[config.mk]
export PLATFORM = sky130hd
export DESIGN_NAME = pit_timer
export DESIGN_NICKNAME = d
export VERILOG_FILES = /design/src/rtl/pit_pkg.sv /design/src/rtl/pit_microtimer.sv /design/src/rtl/pit_channel.sv /design/src/rtl/pit_regbank.sv /design/src/rtl/pit_timer.sv
export SDC_FILE = /design/constraint.sdc
export NUM_CORES = 1
export LEC_CHECK = 0
export ABC_AREA = 1
export CORE_MARGIN = 2
export CORE_UTILIZATION = 35
export DETAILED_ROUTE_END_ITERATION = 8
export DONT_BUFFER_PORTS = 1
export GPL_ROUTABILITY_DRIVEN = 0
export PLACE_DENSITY = 0.47
export SYNTH_ARGS = -nofsm -noshare
export SYNTH_HDL_FRONTEND = slang
export SYNTH_SLANG_ARGS = --single-unit
[constraint.sdc]
create_clock -name clk -period 2 [get_ports clk]
set_input_delay 0 -clock clk [delete_from_list [all_inputs] [get_ports clk]]
set_output_delay 0 -clock clk [all_outputs]
set_load 0.005 [all_outputs]
[src/rtl/pit_pkg.sv]
package pit_pkg;
  localparam int ADDR_W = 4;
  localparam int DATA_W = 16;
  localparam int NUM_MT = 2;
  // register addresses; channel loads occupy A_CHLD upward
  localparam logic [ADDR_W-1:0] A_CTRL = 4'd0;
  localparam logic [ADDR_W-1:0] A_CHEN = 4'd1;
  localparam logic [ADDR_W-1:0] A_SEL  = 4'd2;
  localparam logic [ADDR_W-1:0] A_IE   = 4'd3;
  localparam logic [ADDR_W-1:0] A_FRC  = 4'd4;
  localparam logic [ADDR_W-1:0] A_FLAG = 4'd5;
  localparam logic [ADDR_W-1:0] A_MT0  = 4'd6;
  localparam logic [ADDR_W-1:0] A_MT1  = 4'd7;
  localparam int                A_CHLD = 8;
  localparam int                FRC_CH_LSB = 8;
endpackage

[src/rtl/pit_microtimer.sv]
module pit_microtimer #(
  parameter int W = 8
) (
  input  logic         clk,
  input  logic         rst,
  input  logic         run,
  input  logic         force_ld,
  input  logic [W-1:0] ld,
  output logic         tick
);
  logic [W-1:0] cnt;

  always_ff @(posedge clk) begin
    if (rst)                   cnt <= '0;
    else if (!run || force_ld) cnt <= ld;
    else if (cnt == '0)        cnt <= ld;
    else                       cnt <= cnt - 1'b1;
  end

  assign tick = run && !force_ld && (cnt == '0);


  mt_force_chk: assert property (@(posedge clk) disable iff (rst)
    run && force_ld |=> cnt == $past(ld));

  mt_dec_chk: assert property (@(posedge clk) disable iff (rst)
    run && !force_ld && cnt != '0 |=> cnt == W'($past(cnt) - 1));

  mt_reload_chk: assert property (@(posedge clk) disable iff (rst)
    run && !force_ld && cnt == '0 |=> cnt == $past(ld));
endmodule

[src/rtl/pit_channel.sv]
module pit_channel #(
  parameter int W = 16
) (
  input  logic         clk,
  input  logic         rst,
  input  logic         run,
  input  logic         tick,
  input  logic         force_ld,
  input  logic         clr,
  input  logic [W-1:0] ld,
  output logic         flag
);
  logic [W-1:0] cnt;
  logic         timeout;

  assign timeout = run && !force_ld && tick && (cnt == '0);

  always_ff @(posedge clk) begin
    if (rst)                   cnt <= '0;
    else if (!run || force_ld) cnt <= ld;
    else if (tick)             cnt <= (cnt == '0) ? ld : cnt - 1'b1;
  end

  always_ff @(posedge clk) begin
    if (rst || !run) flag <= 1'b0;
    else if (timeout) flag <= 1'b1;
    else if (clr)     flag <= 1'b0;
  end


  set_wins_chk: assert property (@(posedge clk) disable iff (rst)
    timeout |=> flag);

  ch_off_chk: assert property (@(posedge clk) disable iff (rst)
    !run |=> !flag);

  ch_force_chk: assert property (@(posedge clk) disable iff (rst)
    run && force_ld && !clr |=> cnt == $past(ld) && flag == $past(flag));

  w1c_chk: assert property (@(posedge clk) disable iff (rst)
    run && clr && !timeout |=> !flag);

  hold_chk: assert property (@(posedge clk) disable iff (rst)
    run && !force_ld && !tick |=> $stable(cnt));
endmodule

[src/rtl/pit_regbank.sv]
module pit_regbank
  import pit_pkg::*;
#(
  parameter int NUM_CH = 8,
  parameter int CNT_W  = 16,
  parameter int MT_W   = 8
) (
  input  logic                         clk,
  input  logic                         rst,
  input  logic                         we,
  input  logic [ADDR_W-1:0]            addr,
  input  logic [DATA_W-1:0]            wdata,
  input  logic [NUM_CH-1:0]            flags,
  output logic                         mod_en,
  output logic [NUM_CH-1:0]            ch_en,
  output logic [NUM_CH-1:0]            sel,
  output logic [NUM_CH-1:0]            ie,
  output logic [NUM_MT-1:0][MT_W-1:0]  mt_ld,
  output logic [NUM_CH-1:0][CNT_W-1:0] ch_ld,
  output logic [NUM_MT-1:0]            frc_mt,
  output logic [NUM_CH-1:0]            frc_ch,
  output logic [NUM_CH-1:0]            clr,
  output logic [DATA_W-1:0]            rdata
);
  always_ff @(posedge clk) begin
    if (rst) begin
      mod_en <= 1'b0;
      ch_en  <= '0;
      sel    <= '0;
      ie     <= '0;
      mt_ld  <= '0;
    end else if (we) begin
      case (addr)
        A_CTRL: mod_en   <= wdata[0];
        A_CHEN: ch_en    <= wdata[NUM_CH-1:0];
        A_SEL:  sel      <= wdata[NUM_CH-1:0];
        A_IE:   ie       <= wdata[NUM_CH-1:0];
        A_MT0:  mt_ld[0] <= wdata[MT_W-1:0];
        A_MT1:  mt_ld[1] <= wdata[MT_W-1:0];
        default: ;
      endcase
    end
  end

  for (genvar g = 0; g < NUM_CH; g++) begin : g_ld
    always_ff @(posedge clk) begin
      if (rst) ch_ld[g] <= '0;
      else if (we && addr == ADDR_W'(A_CHLD + g)) ch_ld[g] <= wdata[CNT_W-1:0];
    end
  end

  assign frc_mt = (we && addr == A_FRC)  ? wdata[NUM_MT-1:0]           : '0;
  assign frc_ch = (we && addr == A_FRC)  ? wdata[FRC_CH_LSB +: NUM_CH] : '0;
  assign clr    = (we && addr == A_FLAG) ? wdata[NUM_CH-1:0]           : '0;

  always_ff @(posedge clk) begin
    if (rst) rdata <= '0;
    else begin
      case (addr)
        A_CTRL: rdata <= DATA_W'(mod_en);
        A_CHEN: rdata <= DATA_W'(ch_en);
        A_SEL:  rdata <= DATA_W'(sel);
        A_IE:   rdata <= DATA_W'(ie);
        A_FLAG: rdata <= DATA_W'(flags);
        A_MT0:  rdata <= DATA_W'(mt_ld[0]);
        A_MT1:  rdata <= DATA_W'(mt_ld[1]);
        default: begin
          rdata <= '0;
          for (int i = 0; i < NUM_CH; i++)
            if (addr == ADDR_W'(A_CHLD + i)) rdata <= DATA_W'(ch_ld[i]);
        end
      endcase
    end
  end


  one_write_chk: assert property (@(posedge clk) disable iff (rst)
    (clr != '0) |-> (frc_ch == '0));
endmodule

[src/rtl/pit_timer.sv]
module pit_timer
  import pit_pkg::*;
#(
  parameter int NUM_CH = 8,
  parameter int CNT_W  = 16,
  parameter int MT_W   = 8
) (
  input  logic              clk,
  input  logic              rst,
  input  logic              bus_we,
  input  logic [3:0]        bus_addr,
  input  logic [15:0]       bus_wdata,
  output logic [15:0]       bus_rdata,
  output logic [NUM_CH-1:0] tout_flag,
  output logic [NUM_CH-1:0] irq
);
  logic                         mod_en;
  logic [NUM_CH-1:0]            ch_en, sel, ie, frc_ch, clr;
  logic [NUM_MT-1:0]            frc_mt, mt_tick;
  logic [NUM_MT-1:0][MT_W-1:0]  mt_ld;
  logic [NUM_CH-1:0][CNT_W-1:0] ch_ld;

  pit_regbank #(.NUM_CH(NUM_CH), .CNT_W(CNT_W), .MT_W(MT_W)) u_regs (
    .clk(clk), .rst(rst), .we(bus_we), .addr(bus_addr), .wdata(bus_wdata),
    .flags(tout_flag), .mod_en(mod_en), .ch_en(ch_en), .sel(sel), .ie(ie),
    .mt_ld(mt_ld), .ch_ld(ch_ld), .frc_mt(frc_mt), .frc_ch(frc_ch),
    .clr(clr), .rdata(bus_rdata)
  );

  for (genvar m = 0; m < NUM_MT; m++) begin : g_mt
    pit_microtimer #(.W(MT_W)) u_mt (
      .clk(clk), .rst(rst), .run(mod_en), .force_ld(frc_mt[m]),
      .ld(mt_ld[m]), .tick(mt_tick[m])
    );
  end

  for (genvar c = 0; c < NUM_CH; c++) begin : g_ch
    pit_channel #(.W(CNT_W)) u_ch (
      .clk(clk), .rst(rst), .run(mod_en && ch_en[c]), .tick(mt_tick[sel[c]]),
      .force_ld(frc_ch[c]), .clr(clr[c]), .ld(ch_ld[c]), .flag(tout_flag[c])
    );
  end

  assign irq = tout_flag & ie;


  mod_off_chk: assert property (@(posedge clk) disable iff (rst)
    !mod_en |=> tout_flag == '0);

  rst_chk: assert property (@(posedge clk)
    $past(rst) |-> tout_flag == '0 && bus_rdata == '0);
endmodule

==> results.txt <==
----------------------------------------------------
[Yosys]
  Area share of the largest cell type after synthesis ... 0.360
  Post-Synthesis Net Count ... roughly 3000
  Avg Inst Size Synth ... 6.33 sq um
  Post-synth EDFFs ... 0
  Netlist Area Pre-Place ... 18700 sq um
  Yosys warns ... 0
  Largest cells by area after synthesis ... dfxtp_1 (36%), nand2_1 (14%), nor2_1 (9.1%)
  Yosys top cell by area ... dfxtp_1
  Primary flip-flop cell chosen by synthesis mapping ... dfxtp_1
  Synth async-reset ratio ... 0
  Portion of the post-synthesis area used by sequential elements ... 0.360
  Number of distinct library cells after synthesis ... 35
  Synthesized instance count ... around 3000
  Synthesis-stage register bit count ... about 340

[Min path]
  Hold path start ... bus_wdata[11]
  Hold/Removal Path Class ... in2reg
  Min-Delay Endpoint ... g_ch[3].u_ch.cnt[11]
  Worst Hold Depth ... 7

[CTS]
  Root cell of the clock tree ... clkbuf_16
  Number of buffers added by the clock tree synthesis step ... 42
  TritonCTS sink count ... approximately 340
  Longest Clk Path Bufs ... 3
  CTS tree ... done
  Worst-skew pair later-pin latency ... 0.59 ns
  CTS H-tree depth ... 2
  Clock edge transition at the registers on the reported setup and hold paths ... around 0.06 ns

[Floorplan]
  Total core area ... about 53000 sq um
  Vertical die dimension ... 235 um
  FP Rows ... 84
  I/O pin count ... 55
  Horizontal die dimension ... 235 um
  Initial Utilization ... 0.355
  Die Area ... between 50000 and 60000 sq um

[Global routing]
  GRT Total Usage ... 0.245
  Global route hottest layer ... met2
  Grt met3 use ... 0.0422
  M2 GR Usage ... 0.379
  Pin count of the biggest net entering global routing ... 82
  Vias in the first global route ... between 15000 and 20000
  Met1 routing resource usage after global routing ... 0.350
  Antenna violations before repair ... 4
  Aggregate global routing overflow ... 0
  Global-route wire length before repair ... 106000 um

[Placement]
  Detailed placer's ending HPWL ... around 49000 um
  Port Buffers ... 0

[Timing]
  Final setup violating endpoints ... 0
  Rel. slew slack ... 0.228
  Final Cycle Share ... 0.978
  Setup Skew ... approximately 0.028 ns
  Period minus WS final ... 1.96 ns
  WHS ... 0.0421 ns
  Slew of the pin with the lowest slew margin ... between 1 and 1.5 ns
  Final hold viol count ... 0
  FMAX ... around 510 MHz
  Final count of pins violating max slew ... 0

[Setup path]
  Launch point of the worst reg-to-reg path ... g_mt[0].u_mt.cnt[0]
  Setup slack on the worst flop-to-flop path ... ~0.05 ns
  End of the worst register-to-register path ... g_ch[2].u_ch.cnt[11]
  Worst-case reg-to-reg path depth ... 9
  Category of the critical setup timing path ... in2reg
  Sort of element at the end of the critical path ... register
  Worst path required time ... between 2 and 2.5 ns
  Nature of the critical path startpoint ... input pin
  Top fanout value on the critical path ... 13
  Signal arrival time at the worst endpoint ... between 2 and 2.5 ns

[Run]
  Max Cap Violations ... 0

[Drt]
  Number of remaining DRC errors ... 0
  Total detailed-routing wirelength ... ~70000 um
  Vias ... 18900
  Remaining antenna violation count ... 0
  First-iteration detailed-routing DRC count ... 1541
  Mean routed wirelength per cell ... 18.8 um
  Detail-routed via count per cell ... between 5 and 6
  First-pass detailed-route iteration total ... 6

[Power]
  VDD IR max ... 673 uV
  Post-layout total power ... roughly 17 mW
  Leak pwr ... 10.1 nW
  Power Dens Cells ... roughly 790 nW/um^2

[Outcome]
  Run status ... completed

[Finish]
  Syn-to-layout area delta ... 15.5%
  Final-stage net count ... approximately 3000
  Number of diodes ... 0
  Layout cells sized above 1 ... 0.0764

----------------------------------------------------
critical path, cell delays in order:
cell and delay (ns):
dlygate4sd3_1 1.10, nand2_2 0.36, nand4_1 0.33, nand3_4 0.20
buf_4 0.20, o21ai_0 0.15, nor2_1 0.06
metrics by stage:
step | instances | utilization | TNS [ns] | setup slack (ns) | cell area [sq um]
final | 3700 | 0.410 | 0 | 0.0437 | 21600
after global placement | 3581 | 0.371 | -0.0246 | -0.0246 | 19600
after global routing | 3700 | 0.410 | -0.00699 | -0.00362 | 21600
after CTS | 3692 | 0.407 | 0 | 0.00105 | 21500
after detailed placement | 3581 | 0.371 | -0.149 | -0.0471 | 19600
after floorplan | 2955 | - | 0 | 0.355 | 18700
synth_stat cells, types with 19 or more instances:
cell      number
nand2_1      697
nor2_1       454
dfxtp_1      337
o21ai_0      322
inv_1        312
a21oi_1      251
nand3_1      176
clkbuf_1      73
nand4_1       55
buf_2         41
xor2_1        41
xnor2_1       22
ha_1          20
o21ai_1       19
kinds of logic after synthesis:
logic type	share of synthesized area
compound gates	0.169
fa+ha+maj	0.0134
flops	0.360
xor+xnor	0.0295
simple gates	0.326
buf+inv	0.102
report_power, final:
part	internal, mW	total, mW	switching [mW]
combinational	0.484	1.51	1.03
sequential	6.83	6.92	0.0945
clock	5.27	8.57	3.31
total	12.6	17.0	4.43
state kept, by name, indices dropped and copies added, names as in the netlist:
register        count
g_ch.u_ch.cnt     128
u_regs.ch_ld      128
g_mt.u_mt.cnt      16
u_regs.mt_ld       16
u_regs.rdata       16
g_ch.u_ch.flag      8
u_regs.ch_en        8
u_regs.ie           8
u_regs.sel          8
u_regs.mod_en       1
how the worst max path moves through the flow:
stage,startpoint,end,slack [ns],cells past startpoint
finish,bus_wdata[0],g_ch[2].u_ch.cnt[14],0.04,7
global route,g_mt[1].u_mt.cnt[1],g_ch[6].u_ch.cnt[5],-0.004,12
CTS,g_mt[0].u_mt.cnt[0],g_ch[4].u_ch.cnt[8],0.001,10
detailed placement,g_mt[1].u_mt.cnt[0],g_ch[5].u_ch.cnt[6],-0.05,10
global placement,g_mt[1].u_mt.cnt[0],g_ch[0].u_ch.cnt[11],-0.02,9
floorplan,g_mt[0].u_mt.cnt[0],g_ch[0].u_ch.cnt[11],0.36,9
layout make-up:
| type | count | area, sq um |
|---|---|---|
| inverter | 320 | 1210 |
| sequential | 337 | 6750 |
| timing repair buffer | 124 | 1130 |
| clock inverter | 26 | 390 |
| multi-input combinational | 2153 | 10100 |
| fill | 5626 | 31100 |
| tap | 688 | 861 |
| clock buffer | 52 | 1150 |
cells in the final DEF (no fill, tap or decap), types with 16 or more instances in the layout:
master	instances
dfxtp_1	337
xor2_1	41
dlygate4sd3_1	31
ha_1	20
a21oi_1	250
nor2_1	449
nand3b_1	16
o21ai_1	21
buf_4	81
nand2_1	694
o21ai_0	320
inv_1	311
nand3_1	176
nand4_1	55
clkbuf_16	42
nor3_1	18
xnor2_1	22
layer usage:
layer  wire length, um  vias to the layer above
li1                  -                     9537
met1             33000                     8696
met2             30200                      528
met3              4640                      108
met4              1820                        8
met5                53                        -
timing repair:
item / in CTS / in global routing
pin swaps: 1 / 7
endpoints found under the hold margin: 284 / 14
endpoints found under the setup margin: 20 / 109
gates resized for setup: 2 / 22
setup buffers: 1 / 7
hold buffers: 32 / 1
No activity file was read; power rests on OpenSTA's default activity.
